===== src/rtl/fp_cmp_flags.sv =====
module fp_cmp_flags #(
  parameter int W     = 32,
  parameter int EXP_W = 8
) (
  input  logic         clk,
  input  logic         rst_n,
  input  logic         op_valid,
  input  logic [2:0]   op_sel,
  input  logic [W-1:0] a,
  input  logic [W-1:0] b,
  input  logic [3:0]   ext_flags,
  input  logic         stat_wr,
  input  logic [4:0]   stat_wdata,
  input  logic         fpu_exc_en,
  input  logic         exc_glb_en,
  output logic         res,
  output logic         res_vld,
  output logic [4:0]   status,
  output logic         exc_req
);
  localparam int MW = W - EXP_W - 1;

  logic a_nan, b_nan, a_snan, b_snan, any_nan, any_snan, both_zero;
  logic [W-2:0] mag_a, mag_b;

  assign mag_a    = a[W-2:0];
  assign mag_b    = b[W-2:0];
  assign a_nan    = (&a[W-2:MW]) && (|a[MW-1:0]);
  assign b_nan    = (&b[W-2:MW]) && (|b[MW-1:0]);
  assign a_snan   = a_nan && !a[MW-1];
  assign b_snan   = b_nan && !b[MW-1];
  assign any_nan  = a_nan || b_nan;
  assign any_snan = a_snan || b_snan;
  assign both_zero = (mag_a == '0) && (mag_b == '0);

  logic a_lt_b, b_lt_a, a_eq_b;
  always_comb begin
    if (both_zero) begin
      a_lt_b = 1'b0; b_lt_a = 1'b0; a_eq_b = 1'b1;
    end else if (a[W-1] != b[W-1]) begin
      a_lt_b = a[W-1]; b_lt_a = b[W-1]; a_eq_b = 1'b0;
    end else if (!a[W-1]) begin
      a_lt_b = mag_a < mag_b; b_lt_a = mag_b < mag_a; a_eq_b = mag_a == mag_b;
    end else begin
      a_lt_b = mag_a > mag_b; b_lt_a = mag_b > mag_a; a_eq_b = mag_a == mag_b;
    end
  end

  logic ord_ab, ord_ba, ord_eq;
  assign ord_ab = !any_nan && a_lt_b;
  assign ord_ba = !any_nan && b_lt_a;
  assign ord_eq = !any_nan && a_eq_b;

  logic cmp_r, cmp_inv;
  always_comb begin
    unique case (op_sel)
      3'd0:    begin cmp_r = any_nan;          cmp_inv = any_snan; end
      3'd1:    begin cmp_r = ord_ba;           cmp_inv = any_nan;  end
      3'd2:    begin cmp_r = ord_eq;           cmp_inv = any_snan; end
      3'd3:    begin cmp_r = ord_ab || ord_eq; cmp_inv = any_nan;  end
      3'd4:    begin cmp_r = ord_ab;           cmp_inv = any_nan;  end
      3'd5:    begin cmp_r = !ord_eq;          cmp_inv = any_snan; end
      3'd6:    begin cmp_r = !ord_ab;          cmp_inv = any_nan;  end
      default: begin cmp_r = 1'b0;             cmp_inv = 1'b0;     end
    endcase
  end

  logic [3:0] flags_q, raise, flags_base;
  assign raise      = ext_flags | {op_valid && cmp_inv, 3'b000};
  assign flags_base = stat_wr ? stat_wdata[4:1] : flags_q;

  always_ff @(posedge clk) begin
    if (!rst_n) begin
      flags_q <= '0;
      res     <= 1'b0;
      res_vld <= 1'b0;
      exc_req <= 1'b0;
    end else begin
      flags_q <= flags_base | raise;
      res     <= op_valid && cmp_r;
      res_vld <= op_valid;
      exc_req <= (|raise) && fpu_exc_en && exc_glb_en;
    end
  end

  assign status = {flags_q, 1'b0};
endmodule



===== config.mk =====
export PLATFORM = sky130hd
export DESIGN_NAME = fp_cmp_flags
export DESIGN_NICKNAME = d
export VERILOG_FILES = /design/src/rtl/fp_cmp_flags.sv
export SDC_FILE = /design/constraint.sdc
export NUM_CORES = 1
export LEC_CHECK = 0
export ABC_AREA = 1
export BUFFER_PORTS_ARGS = -buffer_cell sky130_fd_sc_hd__buf_2
export CORE_ASPECT_RATIO = 0.9
export CORE_MARGIN = 2
export CORE_UTILIZATION = 25
export CTS_BUF_LIST = sky130_fd_sc_hd__clkbuf_16
export DETAILED_ROUTE_END_ITERATION = 7
export PLACE_DENSITY = 0.5
export SLEW_MARGIN = 10
export SYNTH_ARGS = -nofsm -noshare
export SYNTH_HDL_FRONTEND = slang
export SYNTH_SLANG_ARGS = --single-unit
export TNS_END_PERCENT = 100

===== constraint.sdc =====
create_clock -name clk -period 2.7 [get_ports clk]
set_input_delay 0.135 -clock clk [delete_from_list [all_inputs] [get_ports clk]]
set_output_delay 0.135 -clock clk [all_outputs]
set_load 0.005 [all_outputs]

==> results.cfg, run 1 <==
[route]
dr.pass1.iters = 4
drcViolationCount = 0
antenna_violating_nets_post_route = 0
avgRoutedWirePerCell_um = 9.97
route.final.wire_length_mm = 5.12
routed_via_density = 4.16
drtIter0Drc = 67
num_vias = 2140

[timing]
timing.fmax_ghz = 0.593
worst_hold_slack_ps = 136
final-max-slew-violation-count = 0
timing.final.setup_violations = 0
fin_skew_ps = 0
report.final.hold_viol_count = 0
grt_setup_unrepaired = no
fin_setup_tns_ps = 0
final.min_clock_period_ps = 1690
finalCritPeriodShare_pct = 62.5

[clock_network]
tritoncts = done
ctsRootBufferMaster = sky130_fd_sc_hd__clkbuf_16
resized_gates_after_cts = 0
ctsHoldBuffers = 0
clockBufferDepth = 2
clock_tree.htree_level_count = 1
cts-buffers-inserted = 3
post-cts-setup-buffer-count = 0
clock_sinks = 7
clk_transition_reported_paths_ps = 30
clk_latency_ps = 230

[setup_path]
cp-start-kind = primary input
crit-reg2reg-launch = flags_q[2]
critPathArrivalTime_ps = 1800
critical_path_peak_fanout = 4
critPathKind = in -> reg
worst_setup_path_end_kind = flip-flop
start_point_of_the_critical_path = a[22]
worstPathRequired_ps = 2810

[floorplan]
die_width_um = 94.2
core_area_um2 = 7080
design.die.area_um2 = 8020
io-pin-count = 90
placementRows = 29
dieHeight_um = 85.2
initial_core_util_pct = 25.9

[synthesis]
post_synthesis_instance_area_um2 = 1830
post_synth_num_cell_types = 28
postSynthNetCount = 444
post_synth_mux_area_share_pct = 2.46
synth_area_in_xor_xnor_pct = 0.478
yosys.area.top_type_share_pct = 21.2
synth.area.top_cells = sky130_fd_sc_hd__ha_1, sky130_fd_sc_hd__nand2_1, sky130_fd_sc_hd__nor2_1
yosysTopAreaCell = sky130_fd_sc_hd__ha_1
yosysWarnings = 0
yosysSeqAreaShare_pct = 7.66
synth-simple-area-share_pct = 46.1
netlist_instances = 331
synth_top_family_by_area = simple AND/OR/NAND/NOR gates
synth_adder_area_share_pct = 21.2
ys_seq_elements = 7
synth.avg_cell_area_um2 = 5.53
synthesized_area_fraction_occupied_by_ao_oa_aoi_and_oai_cells_pct = 8.68

[final_layout]
layout.cells.most_common_list = sky130_fd_sc_hd__nand2_1, sky130_fd_sc_hd__buf_2, sky130_fd_sc_hd__nor2_1
diodes = 0
num-nets-final = 535
layout.filler_cells = 863
areaGrowthSynthToFinish_pct = 34.0
leading_cell_type_in_the_layout_fill_and_taps_excluded = sky130_fd_sc_hd__nand2_1
finalCoreUtilization_pct = 34.7
layout-drive-gt1-share_pct = 28.0
instances_no_fill = 514
finish.instance_area_um2 = 2450

[min_path]
holdCritStartpoint = ext_flags[0]
hold_path_class = in -> reg

[global_route]
grt_max_degree = 7
gr_util_all_layers_pct = 12.6
grt_first_pass_wirelength_mm = 8.43
first_global_vias = 1963
overflow = 0
grt_antenna_before_repair = 0

[power_and_ir_drop]
power-per-cell-area_nw_per_um2 = 262
ir_drop_mv = 0.200
p_leak_nw = 1.44

[placement]
dp_hpwl_mm = 4.77
gp_congestion = 0.769
port_buffers = 87
dpl_cell_area_um2 = 2370
place_inst = 510

[job]
maxCapViolations = 0

[status]
run_status = completed
==> worst max-delay path: stages <==
cell and delay, ps:
sky130_fd_sc_hd__buf_2 130, sky130_fd_sc_hd__inv_1 50, sky130_fd_sc_hd__ha_1 290, sky130_fd_sc_hd__nand2_1 100, sky130_fd_sc_hd__nor2_1 120, sky130_fd_sc_hd__nand2_1 60
sky130_fd_sc_hd__nor2_1 160, sky130_fd_sc_hd__nand3_1 120, sky130_fd_sc_hd__nand2_2 80, sky130_fd_sc_hd__nand2_1 90, sky130_fd_sc_hd__nand2_1 80, sky130_fd_sc_hd__nand3_2 70
sky130_fd_sc_hd__a21oi_2 110, sky130_fd_sc_hd__nand3_1 70, sky130_fd_sc_hd__nor2_1 90, sky130_fd_sc_hd__nor2_1 40
==> final cells by class <==
cell class                      count  area (um^2)  area share (%)
Clock buffer                        3         75.1            3.06
Clock inverter                      1         3.75           0.153
Inverter                           61          234            9.54
Multi-Input combinational cell    262         1450            59.1
Sequential cell                     7          140            5.71
Tap cell                           93          116            4.74
Timing Repair Buffer               87          435            17.7
==> registers in the layout, indices dropped and copies added, names as in the netlist <==
signal,count
res_vld,1
res,1
exc_req,1
flags_q,4
==> cells in the mapped netlist <==
library cell               number
sky130_fd_sc_hd__or2_1          1
sky130_fd_sc_hd__xnor2_1        1
sky130_fd_sc_hd__inv_1         60
sky130_fd_sc_hd__nor2_1        67
sky130_fd_sc_hd__a21oi_1       11
sky130_fd_sc_hd__o21ai_0        5
sky130_fd_sc_hd__nand2_1       89
sky130_fd_sc_hd__clkinv_4       1
sky130_fd_sc_hd__nor3_1         2
sky130_fd_sc_hd__nand4_1        7
sky130_fd_sc_hd__o31ai_1        1
sky130_fd_sc_hd__ha_1          31
sky130_fd_sc_hd__dfxtp_1        7
sky130_fd_sc_hd__mux2_2         4
sky130_fd_sc_hd__a21oi_2        4
sky130_fd_sc_hd__or3_1          1
sky130_fd_sc_hd__nand3_1       13
sky130_fd_sc_hd__o21ai_2        1
sky130_fd_sc_hd__nand2_2        8
sky130_fd_sc_hd__o21ai_1        1
sky130_fd_sc_hd__nand3_2        1
sky130_fd_sc_hd__nand2_4        1
sky130_fd_sc_hd__a21o_1         2
sky130_fd_sc_hd__conb_1         1
sky130_fd_sc_hd__o21bai_1       1
sky130_fd_sc_hd__and3_1         1
sky130_fd_sc_hd__nor2_2         8
sky130_fd_sc_hd__buf_4          1
==> where the power goes <==
group	switching (mW)	internal [mW]	leakage, nW
clock network	0.0527	0.192	0.0423
logic	0.158	0.126	1.34
registers	0.00257	0.111	0.0583
==> cell families (layout without fill, tap and decap cells) <==
logic type               count (synthesis)  count (layout)
buffers and inverters                   62             152
other                                    1               1
multiplexers                             4               4
XOR/XNOR                                 1               1
flip-flops                               7               7
AND/OR/NAND/NOR                        199             199
adder cells (fa/ha/maj)                 31              31
AO/OA/AOI/OAI                           26              26
==> final timing paths <==
path                              endpoint  slack (ps)  depth (start not counted)
worst max-delay path                   res        1010                         16
worst min-delay path            flags_q[0]         140                          3
worst max register to register  flags_q[2]        1830                          3
worst min register to register  flags_q[1]         590                          3
==> per-stage QoR <==
step / worst slack, ps / total power, mW
after floorplan: 1160 / 0.275
after global placement: 816 / 0.398
after detailed placement: 777 / 0.401
after CTS: 1000 / 0.652
after global routing: 789 / 0.704
final: 1010 / 0.642
==> per-layer routing <==
layer	global-route usage [%]	part of all wire, %	up-vias
met4	1.05	0	0
met5	0	0	-
li1	-	-	1208
met2	20.4	44	44
met1	18.8	51	888
met3	1.42	4.9	0
Power figures use the tool's default switching activity.
==> inputs of run 2 (changes only) <==
- PLACE_DENSITY: 0.5 -> 0.52
- clock period: 2.7 -> 1.5 ns (I/O delays scaled with it)
==> run 2 against run 1 <==
  * Routed wire length up 16%
  * Sequential share of layout area down 1.5 points
  * Core utilization up 12 points
  * Clock skew unchanged
  * Final cell count up 8.6%
  * Die area unchanged
  * Clock power up 80%
  * Hold slack worse by 55 ps
  * First-iteration DRC count down 37%
  * Largest cell class unchanged
==> results.cfg, run 2 (synthesis results as in run 1) <==
[final_layout]
largest_register_ffs = 4
leading_cell_type_in_the_layout_fill_and_taps_excluded = sky130_fd_sc_hd__buf_2
largest_register = flags_q
instances_no_fill = 558
layout-drive-gt1-share_pct = 51.4
finalCoreUtilization_pct = 46.5
diodes = 0
layout.cells.most_common_list = sky130_fd_sc_hd__buf_2, sky130_fd_sc_hd__nand2_1, sky130_fd_sc_hd__inv_1
finish.instance_area_um2 = 3290
areaGrowthSynthToFinish_pct = 79.8
num-nets-final = 579

[clock_network]
ctsRootBufferMaster = sky130_fd_sc_hd__clkbuf_16
clk_transition_reported_paths_ps = 40
cts-buffers-inserted = 3
tritoncts = done
clk_latency_ps = 230
clock_tree.htree_level_count = 1
clockBufferDepth = 2
clock_sinks = 7

[route]
routed_via_density = 4.22
route.final.wire_length_mm = 5.94
num_vias = 2356
drtIter0Drc = 42
avgRoutedWirePerCell_um = 10.6
drcViolationCount = 0
antenna_violating_nets_post_route = 0
dr.pass1.iters = 4

[timing]
final-max-slew-violation-count = 0
fin_setup_tns_ps = 0
timing.fmax_ghz = 0.672
fin_skew_ps = 0
report.final.hold_viol_count = 0
finalCritPeriodShare_pct = 99.2
final.min_clock_period_ps = 1490
grt_setup_unrepaired = yes
timing.final.setup_violations = 0

[setup_path]
critPathBufInv = 2
critPathArrivalTime_ps = 1600
worstPathRequired_ps = 1610
worst_path_most_repeated_cell = sky130_fd_sc_hd__nand2_2
critical_path.cell_chain = buf_2, inv_1, ha_1, nand2_2, a21oi_1, nor2_1, nand2_1, a21oi_2, nand2_2, nand2_2, nand2_2, a21oi_2, nand3_2, nor2_2, nor2_1
cpPeakStageDelay_ps = 310
cp-start-kind = primary input
critPathKind = in -> reg
crit_path_top_delay_cell = sky130_fd_sc_hd__ha_1
critical_path.top_delay_family = simple AND/OR/NAND/NOR gates
worst_setup_path_end_kind = flip-flop
critical_path_peak_fanout = 3

[floorplan]
design.die.area_um2 = 8020
die_width_um = 94.2
initial_core_util_pct = 25.9
io-pin-count = 90
dieHeight_um = 85.2
core_area_um2 = 7080
placementRows = 29

[job]
maxCapViolations = 0

[global_route]
grt_max_degree = 7
overflow = 0
grt_antenna_before_repair = 0
first_global_vias = 2213
gr_util_all_layers_pct = 13.9
grt_first_pass_wirelength_mm = 9.27

[placement]
dp_hpwl_mm = 5.02
gp_congestion = 0.820
port_buffers = 87
place_inst = 551
dpl_cell_area_um2 = 2680

[status]
run_status = completed

[power_and_ir_drop]
p_leak_nw = 1.69
power-per-cell-area_nw_per_um2 = 432
ir_drop_mv = 0.425

[min_path]
hold_path_class = in -> reg
-- run 2: cell type report --
| class | instances | area (um^2) |
|---|---|---|
| Clock inverter | 1 | 3.75 |
| Tap cell | 93 | 116 |
| Multi-Input combinational cell | 262 | 1890 |
| Sequential cell | 7 | 140 |
| Fill cell | 755 | 3780 |
| Clock buffer | 3 | 75.1 |
| Timing Repair Buffer | 131 | 828 |
| Inverter | 61 | 236 |
-- run 2: report_power, final --
group / switching (mW) / internal, mW / total [mW] / leakage, nW
Clock: 0.0953 / 0.346 / 0.441 / 0.0423
Sequential: 0.00477 / 0.200 / 0.204 / 0.0583
Combinational: 0.390 / 0.388 / 0.778 / 1.59
Total: 0.490 / 0.933 / 1.42 / 1.69
-- run 2: tightest hold or removal path: stages --
cell,delay [ps]
sky130_fd_sc_hd__buf_2,80
sky130_fd_sc_hd__o21ai_0,80
sky130_fd_sc_hd__inv_1,50
-- run 2: path summary, 6_finish.rpt --
check	startpoint	end	slack (ps)	cells after the start
setup reg to reg	flags_q[1]	flags_q[1]	630	3
hold / removal	ext_flags[0]	flags_q[0]	80	3
hold reg to reg	flags_q[0]	flags_q[0]	590	3
setup / recovery	a[21]	res	10	15
-- run 2: through the flow --
stage / setup slack [ps] / total power [mW] / hold WS [ps]
floorplan: 16.2 / 0.496 / 180
global placement: -258 / 0.798 / 310
detailed placement: -271 / 0.803 / 314
CTS: -3.27 / 1.27 / 80.7
global route: -142 / 1.54 / 94.3
finish: 12.2 / 1.42 / 81.5
-- run 2: layer usage --
layer  GRT usage [%]  wire length (um)
met5               0                 0
met4            1.19                 9
met3            1.51               212
met2            22.7              2750
met1            20.3              2960
-- run 2: repair_timing --
item / in CTS / in global routing
cloned: 0 / 0
buffers inserted: 0 / 3
pin swaps: 5 / 64
endpoints found under the setup margin: 1 / 3
resized for setup: 5 / 104
hold buffers: 0 / 0
==> inputs of run 3 (changes only) <==
- CORE_UTILIZATION: 25 -> 44
- CTS_BUF_LIST: sky130_fd_sc_hd__clkbuf_16 -> sky130_fd_sc_hd__clkbuf_4
- PLACE_DENSITY: 0.52 -> 0.81
==> run 3 against run 2 <==
  * The run now ends with setup timing left
  * Cell area barely moved
  * Non-clock buffer count is 2 higher
  * Critical path depth down 2
  * Core utilization is 35 points higher
  * Clock power is 57% lower
  * Global-route usage grew 7.4 points
  * Maximum frequency fell by 9.7%
  * First-iteration DRC count grew to 4.6 times the previous value
  * Setup slack got worse by 160 ps
==> results.cfg, run 3 (synthesis results as in run 1) <==
[final_layout]
num-nets-final = 581
layout.cells.most_common_list = sky130_fd_sc_hd__buf_2, sky130_fd_sc_hd__nand2_1, sky130_fd_sc_hd__nor2_1
finish.instance_area_um2 = 3290
regArea_um2 = 140
layout.filler_cells = 257
finalCoreUtilization_pct = 81.4
multiInputGateArea_um2 = 1930
instances_no_fill = 515
diodes = 0
largest_register = flags_q
largest_register_ffs = 4
leading_cell_type_in_the_layout_fill_and_taps_excluded = sky130_fd_sc_hd__buf_2
layout-drive-gt1-share_pct = 54.6
areaGrowthSynthToFinish_pct = 80.0

[timing]
timing.fmax_ghz = 0.607
final-max-slew-violation-count = 0
timing.final.ws_setup_ps = -148
final.min_clock_period_ps = 1650
finalCritPeriodShare_pct = 110
fin_skew_ps = 0
timing.final.setup_violations = 3
grt_setup_unrepaired = yes
report.final.hold_viol_count = 0

[global_route]
first_global_vias = 2182
grt_first_pass_wirelength_mm = 8.29
gr_util_all_layers_pct = 21.3
grt_util_met1_pct = 26.1
overflow = 0
grt_max_degree = 7
grt_most_used_layer = met2
grtUsageMet2_pct = 40.9
groute.layer.met3.usage_pct = 3.07
grt_antenna_before_repair = 0

[route]
num_vias = 2687
drcViolationCount = 0
routed_via_density = 5.22
dr.pass1.iters = 4
antenna_violating_nets_post_route = 0
avgRoutedWirePerCell_um = 14.3
drtIter0Drc = 192
route.final.wire_length_mm = 7.36

[placement]
dpl_cell_area_um2 = 2660
dp_hpwl_mm = 4.58
place_inst = 510
gp_congestion = 0.894
port_buffers = 87
dp_slack_ps = -291

[setup_path]
worst_setup_path_end_kind = flip-flop
critical_path_peak_fanout = 3
cp-start-kind = primary input
critPathKind = in -> reg
worstPathRequired_ps = 1640
critPathArrivalTime_ps = 1790

[clock_network]
ctsRootBufferMaster = sky130_fd_sc_hd__clkbuf_4
ctsHoldBuffers = 0
clock_sinks = 7
cts-buffers-inserted = 3
clk_latency_ps = 250
clk_transition_reported_paths_ps = 50
tritoncts = done
clockBufferDepth = 2
clock_tree.htree_level_count = 1

[job]
maxCapViolations = 0

[floorplan]
design.die.area_um2 = 4690
die_width_um = 72.0
dieHeight_um = 65.2
placementRows = 22
io-pin-count = 90
core_area_um2 = 4050
initial_core_util_pct = 45.2

[status]
failing_checks = setup timing
run_status = finished with violations

[power_and_ir_drop]
ir_drop_mv = 0.223
report.power.total_mw = 1.27
power-per-cell-area_nw_per_um2 = 384
p_leak_nw = 1.68

[min_path]
hold_path_class = in -> reg
==> run 3: cell count changes in the layout (fill, tap and decap cells not counted), moves of 4 or more <==
cell,previous run,this run
sky130_fd_sc_hd__nor2_2,18,13
sky130_fd_sc_hd__nor2_4,10,4
sky130_fd_sc_hd__buf_2,80,70
sky130_fd_sc_hd__ha_1,13,5
sky130_fd_sc_hd__a21oi_2,6,10
sky130_fd_sc_hd__ha_4,18,26
sky130_fd_sc_hd__buf_4,40,47
sky130_fd_sc_hd__inv_1,50,36
sky130_fd_sc_hd__inv_2,10,21
sky130_fd_sc_hd__clkbuf_4,0,4
sky130_fd_sc_hd__buf_6,10,14
sky130_fd_sc_hd__nor2_1,47,58
==> run 3: worst paths after layout <==
path                    from    endpoint  slack (ps)  cells after the start
hold reg to reg   flags_q[1]  flags_q[1]         590                      3
hold / removal      op_valid     res_vld          40                      3
setup reg to reg  flags_q[2]  flags_q[2]         640                      3
setup / recovery        a[6]     exc_req        -150                     13
==> run 3: metrics by stage <==
step                      hold slack (ps)  TNS (ps)
after global placement                307      -441
after CTS                            37.8         0
after global routing                 47.3     -1120
after floorplan                       180         0
after detailed placement              302      -621
final                                42.2      -410
==> run 3: report_power, final <==
| part | switching, mW | internal (mW) | total (mW) |
|---|---|---|---|
| sequential | 0.00442 | 0.199 | 0.203 |
| clock | 0.0704 | 0.120 | 0.190 |
| combinational | 0.439 | 0.435 | 0.873 |
| total | 0.513 | 0.753 | 1.27 |
==> run 3: final cells by class <==
type / instances / share of cell area [%]
well taps: 48 / 1.82
inverters: 61 / 7.33
multi-input cells: 262 / 58.6
flip-flops and latches: 7 / 4.25
repair buffers: 133 / 27.0
clock buffers: 4 / 0.912
==> run 3: critical path, stage by stage <==
cell	delay, ps
sky130_fd_sc_hd__buf_6	100
sky130_fd_sc_hd__buf_4	120
sky130_fd_sc_hd__nor2_1	140
sky130_fd_sc_hd__nand2_1	100
sky130_fd_sc_hd__nor2_1	230
sky130_fd_sc_hd__nand3_1	170
sky130_fd_sc_hd__nand2_2	130
sky130_fd_sc_hd__o21ai_0	110
sky130_fd_sc_hd__o21ai_0	90
sky130_fd_sc_hd__a21oi_1	80
sky130_fd_sc_hd__or2_1	240
sky130_fd_sc_hd__o21bai_1	150
sky130_fd_sc_hd__inv_1	50
==> run 3: metal layers <==
layer	share of wire (%)	wire (um)	vias to the layer above
met5	0	0	-
met4	4.1	304	0
met3	6.8	498	36
met2	52	3810	143
met1	37	2750	1202
li1	-	-	1306
==> run 3: repair_timing <==
item,4_1_cts,5_1_grt
resized for setup,1,127
setup endpoints to repair,1,2
pin swaps,1,75
gates cloned,0,0
setup buffers,0,1
